File: src/rtl/clkcfg_pkg.sv
package clkcfg_pkg;
  localparam int NUM_BYTES  = 8;
  localparam int DDR_PAIRS  = 6;
  localparam int SDR_OUTS   = 13;
  localparam int DDR_BYTE   = 6;
  localparam int MIX_BYTE   = 7;
  localparam logic [7:0] DDR_WMASK = 8'h3E;

  typedef enum logic [3:0] {
    S_IDLE, S_ADDR, S_WR, S_ACK_ON, S_ACK_OFF,
    S_RD, S_MACK_OFF, S_MACK, S_RD_NEXT, S_WAIT
  } link_state_t;
endpackage

File: src/rtl/clkcfg_bus_sync.sv
module clkcfg_bus_sync #(
  parameter int STAGES = 2
) (
  input  logic clk,
  input  logic rst,
  input  logic scl_i,
  input  logic sda_i,
  output logic scl_lvl,
  output logic sda_lvl,
  output logic scl_rise,
  output logic scl_fall,
  output logic start_det,
  output logic stop_det
);
  logic [STAGES-1:0] scl_sh, sda_sh;
  logic scl_d, sda_d;

  always_ff @(posedge clk) begin
    if (rst) begin
      scl_sh <= '1;
      sda_sh <= '1;
      scl_d  <= 1'b1;
      sda_d  <= 1'b1;
    end else begin
      scl_sh <= {scl_sh[STAGES-2:0], scl_i};
      sda_sh <= {sda_sh[STAGES-2:0], sda_i};
      scl_d  <= scl_sh[STAGES-1];
      sda_d  <= sda_sh[STAGES-1];
    end
  end

  assign scl_lvl   = scl_sh[STAGES-1];
  assign sda_lvl   = sda_sh[STAGES-1];
  assign scl_rise  = scl_lvl & ~scl_d;
  assign scl_fall  = ~scl_lvl & scl_d;
  assign start_det = scl_lvl & scl_d & sda_d & ~sda_lvl;
  assign stop_det  = scl_lvl & scl_d & ~sda_d & sda_lvl;
endmodule

File: src/rtl/clkcfg_link.sv
module clkcfg_link
  import clkcfg_pkg::*;
#(
  parameter logic [6:0] DEV_ADDR = 7'h6A,
  parameter int IW = $clog2(NUM_BYTES),
  parameter int BW = $clog2(NUM_BYTES + 4) + 1
) (
  input  logic          clk,
  input  logic          rst,
  input  logic          sda_lvl,
  input  logic          scl_rise,
  input  logic          scl_fall,
  input  logic          start_det,
  input  logic          stop_det,
  input  logic [7:0]    rd_data,
  output logic [IW-1:0] rd_idx,
  output logic          sda_oe,
  output logic          wr_stb,
  output logic [IW-1:0] wr_idx,
  output logic [7:0]    wr_data
);
  link_state_t state;
  logic [2:0]    bitcnt;
  logic [6:0]    shreg;
  logic [7:0]    txreg;
  logic          is_rd;
  logic [BW-1:0] bidx;
  logic [BW-1:0] data_pos, rd_pos;
  logic [7:0]    tx_next, rx_byte;
  logic          data_ok;

  assign rx_byte  = {shreg, sda_lvl};
  assign data_pos = bidx - BW'(2);
  assign data_ok  = (bidx >= BW'(2)) && (data_pos < BW'(NUM_BYTES));
  assign rd_pos   = bidx - BW'(1);
  assign rd_idx   = rd_pos[IW-1:0];
  assign tx_next  = (bidx == '0) ? 8'(NUM_BYTES) :
                    (rd_pos < BW'(NUM_BYTES)) ? rd_data : 8'hFF;

  always_ff @(posedge clk) begin
    if (rst) begin
      state   <= S_IDLE;
      sda_oe  <= 1'b0;
      bitcnt  <= '0;
      shreg   <= '0;
      txreg   <= '0;
      is_rd   <= 1'b0;
      bidx    <= '0;
      wr_stb  <= 1'b0;
      wr_idx  <= '0;
      wr_data <= '0;
    end else begin
      wr_stb <= 1'b0;
      if (start_det) begin
        state  <= S_ADDR;
        bitcnt <= '0;
        bidx   <= '0;
        sda_oe <= 1'b0;
      end else if (stop_det) begin
        state  <= S_IDLE;
        sda_oe <= 1'b0;
      end else begin
        unique case (state)
          S_ADDR: if (scl_rise) begin
            shreg  <= rx_byte[6:0];
            bitcnt <= bitcnt + 3'd1;
            if (bitcnt == 3'd7) begin
              is_rd <= sda_lvl;
              state <= (shreg == DEV_ADDR) ? S_ACK_ON : S_IDLE;
            end
          end
          S_WR: if (scl_rise) begin
            shreg  <= rx_byte[6:0];
            bitcnt <= bitcnt + 3'd1;
            if (bitcnt == 3'd7) begin
              if (data_ok) begin
                wr_stb  <= 1'b1;
                wr_idx  <= data_pos[IW-1:0];
                wr_data <= rx_byte;
              end
              if (bidx != '1) bidx <= bidx + BW'(1);
              state <= S_ACK_ON;
            end
          end
          S_ACK_ON: if (scl_fall) begin
            sda_oe <= 1'b1;
            state  <= S_ACK_OFF;
          end
          S_ACK_OFF: if (scl_fall) begin
            bitcnt <= '0;
            if (is_rd) begin
              txreg  <= tx_next;
              sda_oe <= ~tx_next[7];
              state  <= S_RD;
            end else begin
              sda_oe <= 1'b0;
              state  <= S_WR;
            end
          end
          S_RD: begin
            if (scl_rise) begin
              bitcnt <= bitcnt + 3'd1;
              if (bitcnt == 3'd7) state <= S_MACK_OFF;
            end else if (scl_fall) begin
              txreg  <= {txreg[6:0], 1'b0};
              sda_oe <= ~txreg[6];
            end
          end
          S_MACK_OFF: if (scl_fall) begin
            sda_oe <= 1'b0;
            state  <= S_MACK;
          end
          S_MACK: if (scl_rise) begin
            if (!sda_lvl) begin
              if (bidx != '1) bidx <= bidx + BW'(1);
              state <= S_RD_NEXT;
            end else begin
              state <= S_WAIT;
            end
          end
          S_RD_NEXT: if (scl_fall) begin
            txreg  <= tx_next;
            sda_oe <= ~tx_next[7];
            bitcnt <= '0;
            state  <= S_RD;
          end
          default: ;
        endcase
      end
    end
  end
endmodule

File: src/rtl/clkcfg_regs.sv
module clkcfg_regs
  import clkcfg_pkg::*;
#(
  parameter int IW = $clog2(NUM_BYTES)
) (
  input  logic                 clk,
  input  logic                 rst,
  input  logic                 wr_stb,
  input  logic [IW-1:0]        wr_idx,
  input  logic [7:0]           wr_data,
  input  logic [IW-1:0]        rd_idx,
  input  logic                 mode_lvl,
  output logic [7:0]           rd_data,
  output logic [DDR_PAIRS-1:0] ddr_en,
  output logic [SDR_OUTS-1:0]  sdr_en
);
  logic [7:0] mem [NUM_BYTES];

  always_ff @(posedge clk) begin
    if (rst) begin
      for (int i = 0; i < NUM_BYTES; i++) mem[i] <= 8'hFF;
    end else if (wr_stb) begin
      mem[wr_idx] <= (wr_idx == IW'(DDR_BYTE)) ? (wr_data & DDR_WMASK) : wr_data;
    end
  end

  always_comb begin
    if (rd_idx == IW'(DDR_BYTE))
      rd_data = (mem[DDR_BYTE] & DDR_WMASK) | {mode_lvl, 7'b0};
    else
      rd_data = mem[rd_idx];
  end

  assign ddr_en[DDR_PAIRS-1:1] = mem[DDR_BYTE][DDR_PAIRS-1:1];
  assign ddr_en[0]             = mem[MIX_BYTE][7];
  assign sdr_en[SDR_OUTS-1]    = mem[MIX_BYTE][6];

  for (genvar k = 0; k < (SDR_OUTS - 1) / 2; k++) begin : g_sdr_pair
    assign sdr_en[2*k+1:2*k] = {2{mem[MIX_BYTE][k]}};
  end
endmodule

File: src/rtl/clkcfg_i2c_slave.sv
module clkcfg_i2c_slave
  import clkcfg_pkg::*;
#(
  parameter logic [6:0] DEV_ADDR    = 7'h6A,
  parameter int         SYNC_STAGES = 2
) (
  input  logic                 clk,
  input  logic                 rst,
  input  logic                 scl_i,
  input  logic                 sda_i,
  input  logic                 mode_sel_i,
  output logic                 sda_oe,
  output logic [DDR_PAIRS-1:0] ddr_en,
  output logic [SDR_OUTS-1:0]  sdr_en
);
  localparam int IW = $clog2(NUM_BYTES);

  logic scl_lvl, sda_lvl, scl_rise, scl_fall, start_det, stop_det;
  logic wr_stb;
  logic [IW-1:0] wr_idx, rd_idx;
  logic [7:0] wr_data, rd_data;
  logic [SYNC_STAGES-1:0] mode_sh;

  always_ff @(posedge clk) begin
    if (rst) mode_sh <= '0;
    else     mode_sh <= {mode_sh[SYNC_STAGES-2:0], mode_sel_i};
  end

  clkcfg_bus_sync #(.STAGES(SYNC_STAGES)) u_sync (
    .clk(clk), .rst(rst), .scl_i(scl_i), .sda_i(sda_i),
    .scl_lvl(scl_lvl), .sda_lvl(sda_lvl), .scl_rise(scl_rise),
    .scl_fall(scl_fall), .start_det(start_det), .stop_det(stop_det)
  );

  clkcfg_link #(.DEV_ADDR(DEV_ADDR), .IW(IW)) u_link (
    .clk(clk), .rst(rst), .sda_lvl(sda_lvl), .scl_rise(scl_rise),
    .scl_fall(scl_fall), .start_det(start_det), .stop_det(stop_det),
    .rd_data(rd_data), .rd_idx(rd_idx), .sda_oe(sda_oe),
    .wr_stb(wr_stb), .wr_idx(wr_idx), .wr_data(wr_data)
  );

  clkcfg_regs #(.IW(IW)) u_regs (
    .clk(clk), .rst(rst), .wr_stb(wr_stb), .wr_idx(wr_idx),
    .wr_data(wr_data), .rd_idx(rd_idx), .mode_lvl(mode_sh[SYNC_STAGES-1]),
    .rd_data(rd_data), .ddr_en(ddr_en), .sdr_en(sdr_en)
  );
endmodule

File: config.mk
export PLATFORM = sky130hd
export DESIGN_NAME = clkcfg_i2c_slave
export DESIGN_NICKNAME = d
export VERILOG_FILES = /design/src/rtl/clkcfg_pkg.sv /design/src/rtl/clkcfg_bus_sync.sv /design/src/rtl/clkcfg_link.sv /design/src/rtl/clkcfg_regs.sv /design/src/rtl/clkcfg_i2c_slave.sv
export SDC_FILE = /design/constraint.sdc
export NUM_CORES = 1
export LEC_CHECK = 0
export BUFFER_PORTS_ARGS = -buffer_cell sky130_fd_sc_hd__buf_2
export CELL_PAD_IN_SITES_DETAIL_PLACEMENT = 0
export CELL_PAD_IN_SITES_GLOBAL_PLACEMENT = 1
export CORE_MARGIN = 2
export CORE_UTILIZATION = 50
export DETAILED_ROUTE_END_ITERATION = 10
export PLACE_DENSITY_LB_ADDON = 0.1
export SKIP_LAST_GASP = 1
export SYNTH_ARGS = -nofsm -noshare
export SYNTH_HDL_FRONTEND = slang
export SYNTH_SLANG_ARGS = --single-unit
File: constraint.sdc
create_clock -name clk -period 3.04 [get_ports clk]
set_input_delay 0.608 -clock clk [delete_from_list [all_inputs] [get_ports clk]]
set_output_delay 0.608 -clock clk [all_outputs]
set_load 0.005 [all_outputs]
# Word level (Yosys, flattened, before mapping)
# Memories as Yosys holds them, arrays and structs flattened.
# Cells that the tools add are included.
totals:
  regBits: 48
  latch_bits: 0
  ramBits: 64
  romBits: 0
  in_bits: 5
  out_inout_bits: 20
  wordCells: 161
  memories: 1
classes:
  addsub: 4
  mul: 0
  n_div: 0
  order_cmp: 3
  eq_ne: 41
  shift: 0
  mux: 53
  bitwise_logic: 19
  n_reduce_logical: 24
memory_table:
  columns: ["memory", "words", "width", "read_ports", "rd_clocked_by_memory_dff", "wr", "line", "rtl"]
  rows:
  - ["u_regs.mem", 8, 8, 3, 0, 8, "clkcfg_regs.sv:17", "logic [7:0] mem [NUM_BYTES];"]
ops:
  columns: ["op", "n"]
  rows:
  - ["$mux W4", 11]
  - ["$mux W8", 5]
  - ["$mux W7", 5]
  - ["$ne A4 B4 Y1 const B", 8]
  - ["$pmux W4 S8", 1]
  - ["$mux W5", 5]
  - ["$reduce_and A12 Y1", 2]
  - ["$ne A2 B2 Y1 const B", 11]
  - ["$pmux W7 S3", 1]
  - ["$mux W1", 17]
  - ["$eq A4 B3 Y1 const B", 4]
  - ["$mux W3", 4]
  - ["$ne A2 B1 Y1 const B", 6]
  - ["$ne A4 B3 Y1 const B", 3]
  - ["$reduce_and A6 Y1", 2]
  - ["$not A1 Y1", 11]
  - ["$lt A5 B4 Y1 const B", 2]
  - ["$pmux W5 S2", 1]
  - ["$reduce_bool A10 Y1", 1]
  - ["$eq A3 B3 Y1 const B", 3]
  - ["$eq A4 B2 Y1 const B", 2]
  - ["$or A6 B8 Y8", 1]
  - ["$reduce_and A4 Y1", 2]
  - ["$reduce_and A8 Y1", 1]
  - ["other kinds (25)", 35]

# Longest topological paths before layout
logic_depth:
  depth_word: 9
  mapped_depth: 10
  depth_no_buf: 7

# Hierarchy
# A second synthesis with hierarchy kept.
hier_totals:
  cells_unflattened: 488
  area_unflattened_um2: 5484.0
modules_own_cells:
  columns: ["module", "n_inst", "cells_per_inst", "area_each_um2", "seq_area_each_um2"]
  rows:
  - ["clkcfg_regs", 1, 202, 2920.3, 1831.8]
  - ["clkcfg_link", 1, 266, 2321.0, 800.8]
  - ["clkcfg_bus_sync", 1, 16, 190.2, 120.1]
  - ["clkcfg_i2c_slave", 1, 4, 52.6, 40.0]

# Worst setup path before layout
# Ideal clock, no wire load.
synth_path:
  kind: "register to register"
  from: "reg u_link.bidx[0]"
  to: "reg u_link.txreg[5]"
  setup_ps: 86
  arrival_time_ps: 2182
  required_time_ps: 2954
  path_slack_ps: 772
  stages_incl_launch_ff: 10
  n_path_buf: 3
  period_less_slack_ps: 2268
  path_cell_list: "dfxtp_1 buf_4 buf_6 inv_1 ha_1 clkbuf_1 o22ai_1 a221oi_1 a221oi_2 a221oi_2"
synth_between:
  elab_chain_cells: 8
  elab_cells_between_ends: 12
  classes_between: "1 x add/sub; 1 x order compare; 1 x eq/ne; 7 x mux; 1 x reduce/logical; 1 x memory"
synth_rtl:
  columns: ["element", "line", "rtl"]
  rows:
  - ["start, declared", "clkcfg_link.sv:27", "logic [BW-1:0] bidx;"]
  - ["start signal, assigned", "clkcfg_link.sv:81", "if (bidx != '1) bidx <= bidx + BW'(1);"]
  - ["start signal, assigned", "clkcfg_link.sv:115", "if (bidx != '1) bidx <= bidx + BW'(1);"]
  - ["$sub A5 B1 Y5 *", "clkcfg_link.sv:35", "assign rd_pos = bidx - BW'(1);"]
  - ["net rd_idx[0]", "clkcfg_i2c_slave.sv:20", "logic [IW-1:0] wr_idx, rd_idx;"]
  - ["$mem_v2 Z8 W8 or $eq A3 B3 Y1 (tied branches)", null, null]
  - ["$mux W8", "clkcfg_regs.sv:28", "if (rd_idx == IW'(DDR_BYTE))"]
  - ["$mux W8 *", "clkcfg_link.sv:38", "(rd_pos < BW'(NUM_BYTES)) ? rd_data : 8'hFF;"]
  - ["$mux W8 *", "clkcfg_link.sv:37", "assign tx_next = (bidx == '0) ? 8'(NUM_BYTES) :"]
  - ["$mux W7", "clkcfg_link.sv:91", "if (is_rd) begin"]
  - ["$mux W7", "clkcfg_link.sv:89", "S_ACK_OFF: if (scl_fall) begin"]
  - ["$pmux W7 S3 *", "clkcfg_link.sv:63", "unique case (state)"]
  - ["end signal, assigned", "clkcfg_link.sv:92", "txreg <= tx_next;"]
  - ["end signal, assigned", "clkcfg_link.sv:105", "txreg <= {txreg[6:0], 1'b0};"]
  - ["end signal, assigned", "clkcfg_link.sv:122", "txreg <= tx_next;"]
  - ["end, declared", "clkcfg_link.sv:25", "logic [7:0] txreg;"]
# Mark *: on every way through the listed nets, which the timed path passes. The rest lies on a longest branch. The select of a mux whose other input is x is not followed.
# A chain may end at the register's enable or synchronous reset.

# Final worst setup path
layout_path:
  from: "reg u_link.bidx[0]"
  to: "reg u_link.txreg[5]"
layout_between:
  elab_chain_cells: 8
  elab_cells_between_ends: 12
  classes_between: "1 x add/sub; 1 x order compare; 1 x eq/ne; 7 x mux; 1 x reduce/logical; 1 x memory"
layout_rtl:
  columns: ["element", "line"]
  rows:
  - ["$sub A5 B1 Y5", "clkcfg_link.sv:35"]
  - ["$mem_v2 Z8 W8 or $eq A3 B3 Y1 (tied branches)", null]
  - ["$mux W8", "clkcfg_regs.sv:28"]
  - ["$mux W8", "clkcfg_link.sv:38"]
  - ["$mux W8 *", "clkcfg_link.sv:37"]
  - ["$mux W7", "clkcfg_link.sv:91"]
  - ["$mux W7", "clkcfg_link.sv:89"]
  - ["$pmux W7 S3 *", "clkcfg_link.sv:63"]
# Mark *: on every way between the ends. The rest lies on a longest branch, timed or not. The select of a mux whose other input is x is not followed.

==> out/metrics.cfg <==
[cts]
clock_tree.buffer_depth=2
root_buffer=clkbuf_16
h-tree-depth=3
cts_tree=done
post_cts_buffers=0
cts.sinks=112
cts_buffers=9
cts_resized=0
insertion_delay_ns=0.36
clk_pin_slew_ns=0.07
hold_buffers=0

[final_layout]
layout_commonest_cell=edfxtp_1
n_antenna_cell=0
final_cell_mix=64 x edfxtp_1, 48 x dfxtp_1, 38 x nor2_1
areaGrowthSynthToFinish_pct=7.16
drive_gt1_frac=0.185
fin_nets=528
num-fill-cells=956

[floorplan]
start_util=0.518
chipWidth_um=111
fp.dieH_um=111
rows=38
die-area_sq_um=12300
coreArea_sq_um=11000
ioPinCount=25

[place]
gp_congestion=0.845
post-place-ws_ns=0.639
dp_hpwl_um=9550
port_buffers=24

[yosys]
synthArstFlopShare=0
yosys_warnings=0
synthDistinctLibCells=70
syn_inst=514
synth_edf_count=64
avgSynthCellArea_sq_um=11.1
syn_area_sq_um=5690
yosys_register_bits=112
ys_seq_area_frac=0.506
syn-num-nets=528
ys.flop_type=edfxtp_1

[global_route]
antenna_found_initial=1
overflow=0
grt_start_max_net_pins=45
grt_use_total=0.228
grt_pass1_wl_um=21600
grt_pass1_vias=3954

[power]
ir_drop_uv=677
p_per_area_nw_per_um2=464
p_leak_nw=1.92

[detailed_routing]
drcViolationCount=0
ant_nets=0
firstDrtPassIters=5
wire_per_inst_um=20.4
routed_wl_um=13400
via_per_inst=6.03
dr.first_iter.drc_count=277
vias=3977

[hold_path]
hold_path_depth=1
holdCritPathClass=reg -> reg

[timing]
setup-violations-final=0
final-max-slew-violation-count=0
max_freq_mhz=417
rsz0062_at_grt=no
tns_ns=0
timing.final.ws_setup_ns=0.639
post-route-min-period_ns=2.40
worst_slew_pin_slew_ns=0.811
fin_crit_sh=0.790
hold_violations=0
clock_skew_ns=0.00992
slew_headroom=0.459

[critical_path]
reg2regPathDepth=7
timing.critical_path.arrival_ns=2.68
critPathRequiredTime_ns=3.32
cp-end-kind=flop
crit_type=reg -> reg
cp_max_fo=21
startpoint_type=flop

[outcome]
outcome=finished, final reports clean

[flow_run]
maxCapViolations=0

-- per-stage QoR --
stage           util  power (mW)  instances  hold WS (ns)  cell area, sq um
6_report       0.556        2.83        659         0.409              6100
5_1_grt        0.556        2.92        659         0.417              6100
3_5_place_dp   0.529        1.70        643         0.399              5810
2_1_floorplan      -        1.69        514         0.389              5690
3_3_place_gp   0.529        1.70        643         0.391              5810
4_1_cts        0.556        2.86        659         0.414              6100
-- flip-flops by register name, summed over array words and instances (netlist names) --
signal,cells
mode_sh,2
u_link.bidx,5
u_link.bitcnt,3
u_link.is_rd,1
u_link.sda_oe,1
u_link.shreg,7
u_link.state,4
u_link.txreg,7
u_link.wr_data,8
u_link.wr_idx,3
u_link.wr_stb,1
u_regs.mem,64
u_sync.scl_d,1
u_sync.scl_sh,2
u_sync.sda_d,1
u_sync.sda_sh,2
-- report_power, final --
part           leakage (nW)  internal [mW]  switching [mW]
Sequential            0.822           1.60         0.00860
Clock                 0.145          0.611           0.549
Combinational         0.955         0.0194          0.0421
-- worst max-delay path: stages (launching register included) --
cell      delay (ns)
dfxtp_1         0.34
buf_4           0.32
ha_1            0.46
nand2b_1        0.29
o22ai_1         0.12
a221oi_1        0.45
a221oi_2        0.12
a221oi_2        0.22
-- layout make-up --
type | instances | area, sq um | share of cell area
clock inverters | 4 | 35.0 | 0.00574
repair buffers | 36 | 210 | 0.0344
inverters | 11 | 41.3 | 0.00677
flip-flops and latches | 112 | 2880 | 0.472
clock buffers | 12 | 256 | 0.0420
multi-input cells | 344 | 2500 | 0.410
well taps | 140 | 175 | 0.0287
-- Yosys cell counts, types with 2 or more instances --
master,instances,area [sq um]
a211o_1,3,26.3
a211oi_1,2,15.0
a21oi_1,21,105
a221oi_1,13,114
a221oi_2,2,30.0
a22oi_1,4,30.0
a31oi_1,3,18.8
and3b_1,2,17.5
and4bb_2,2,25.0
buf_2,11,55.1
buf_4,15,113
buf_6,3,33.8
clkbuf_1,17,63.8
dfxtp_1,48,961
edfxtp_1,64,1920
ha_1,9,113
inv_1,11,41.3
mux2i_1,27,270
mux4_2,11,248
nand2_1,35,131
nand2b_1,21,131
nand3_1,3,15.0
nand3b_1,4,30.0
nand4_1,3,18.8
nor2_1,38,143
nor2b_1,10,62.6
nor3_1,10,50.1
nor3b_1,2,15.0
nor4_1,2,12.5
nor4b_1,2,17.5
o211a_1,2,20.0
o21a_1,2,15.0
o21ai_0,4,20.0
o21ai_2,2,17.5
o21bai_1,3,22.5
o22ai_1,6,37.5
o31ai_1,2,15.0
or2_2,18,113
or3_1,37,231
or4_1,2,15.0
xnor2_1,6,52.6
xor2_1,4,35.0
-- path summary, 6_finish.rpt --
kind | from | end | slack (ns)
min reg2reg | u_sync.sda_sh[0] | u_sync.sda_sh[1] | 0.41
max | u_link.bidx[0] | u_link.txreg[5] | 0.64
max reg2reg | u_link.bidx[0] | u_link.txreg[5] | 0.64
min | u_sync.sda_sh[0] | u_sync.sda_sh[1] | 0.41
-- metal layers --
metal	up-vias	wire length, um	track usage
met5	-	0	0
met4	0	237	0.0642
met3	18	792	0.0607
met2	125	6330	0.355
met1	1949	6070	0.316
li1	1885	-	-
-- kinds of logic after synthesis --
group           count (synthesis)  synth area share
compound gates                 81             0.107
xor+xnor                       10            0.0154
fa+ha+maj                       9            0.0198
buf+inv                        58            0.0545
flops                         112             0.506
mux                            39            0.0929
simple gates                  205             0.204
Note: power is estimated with default switching activity, not from simulation.
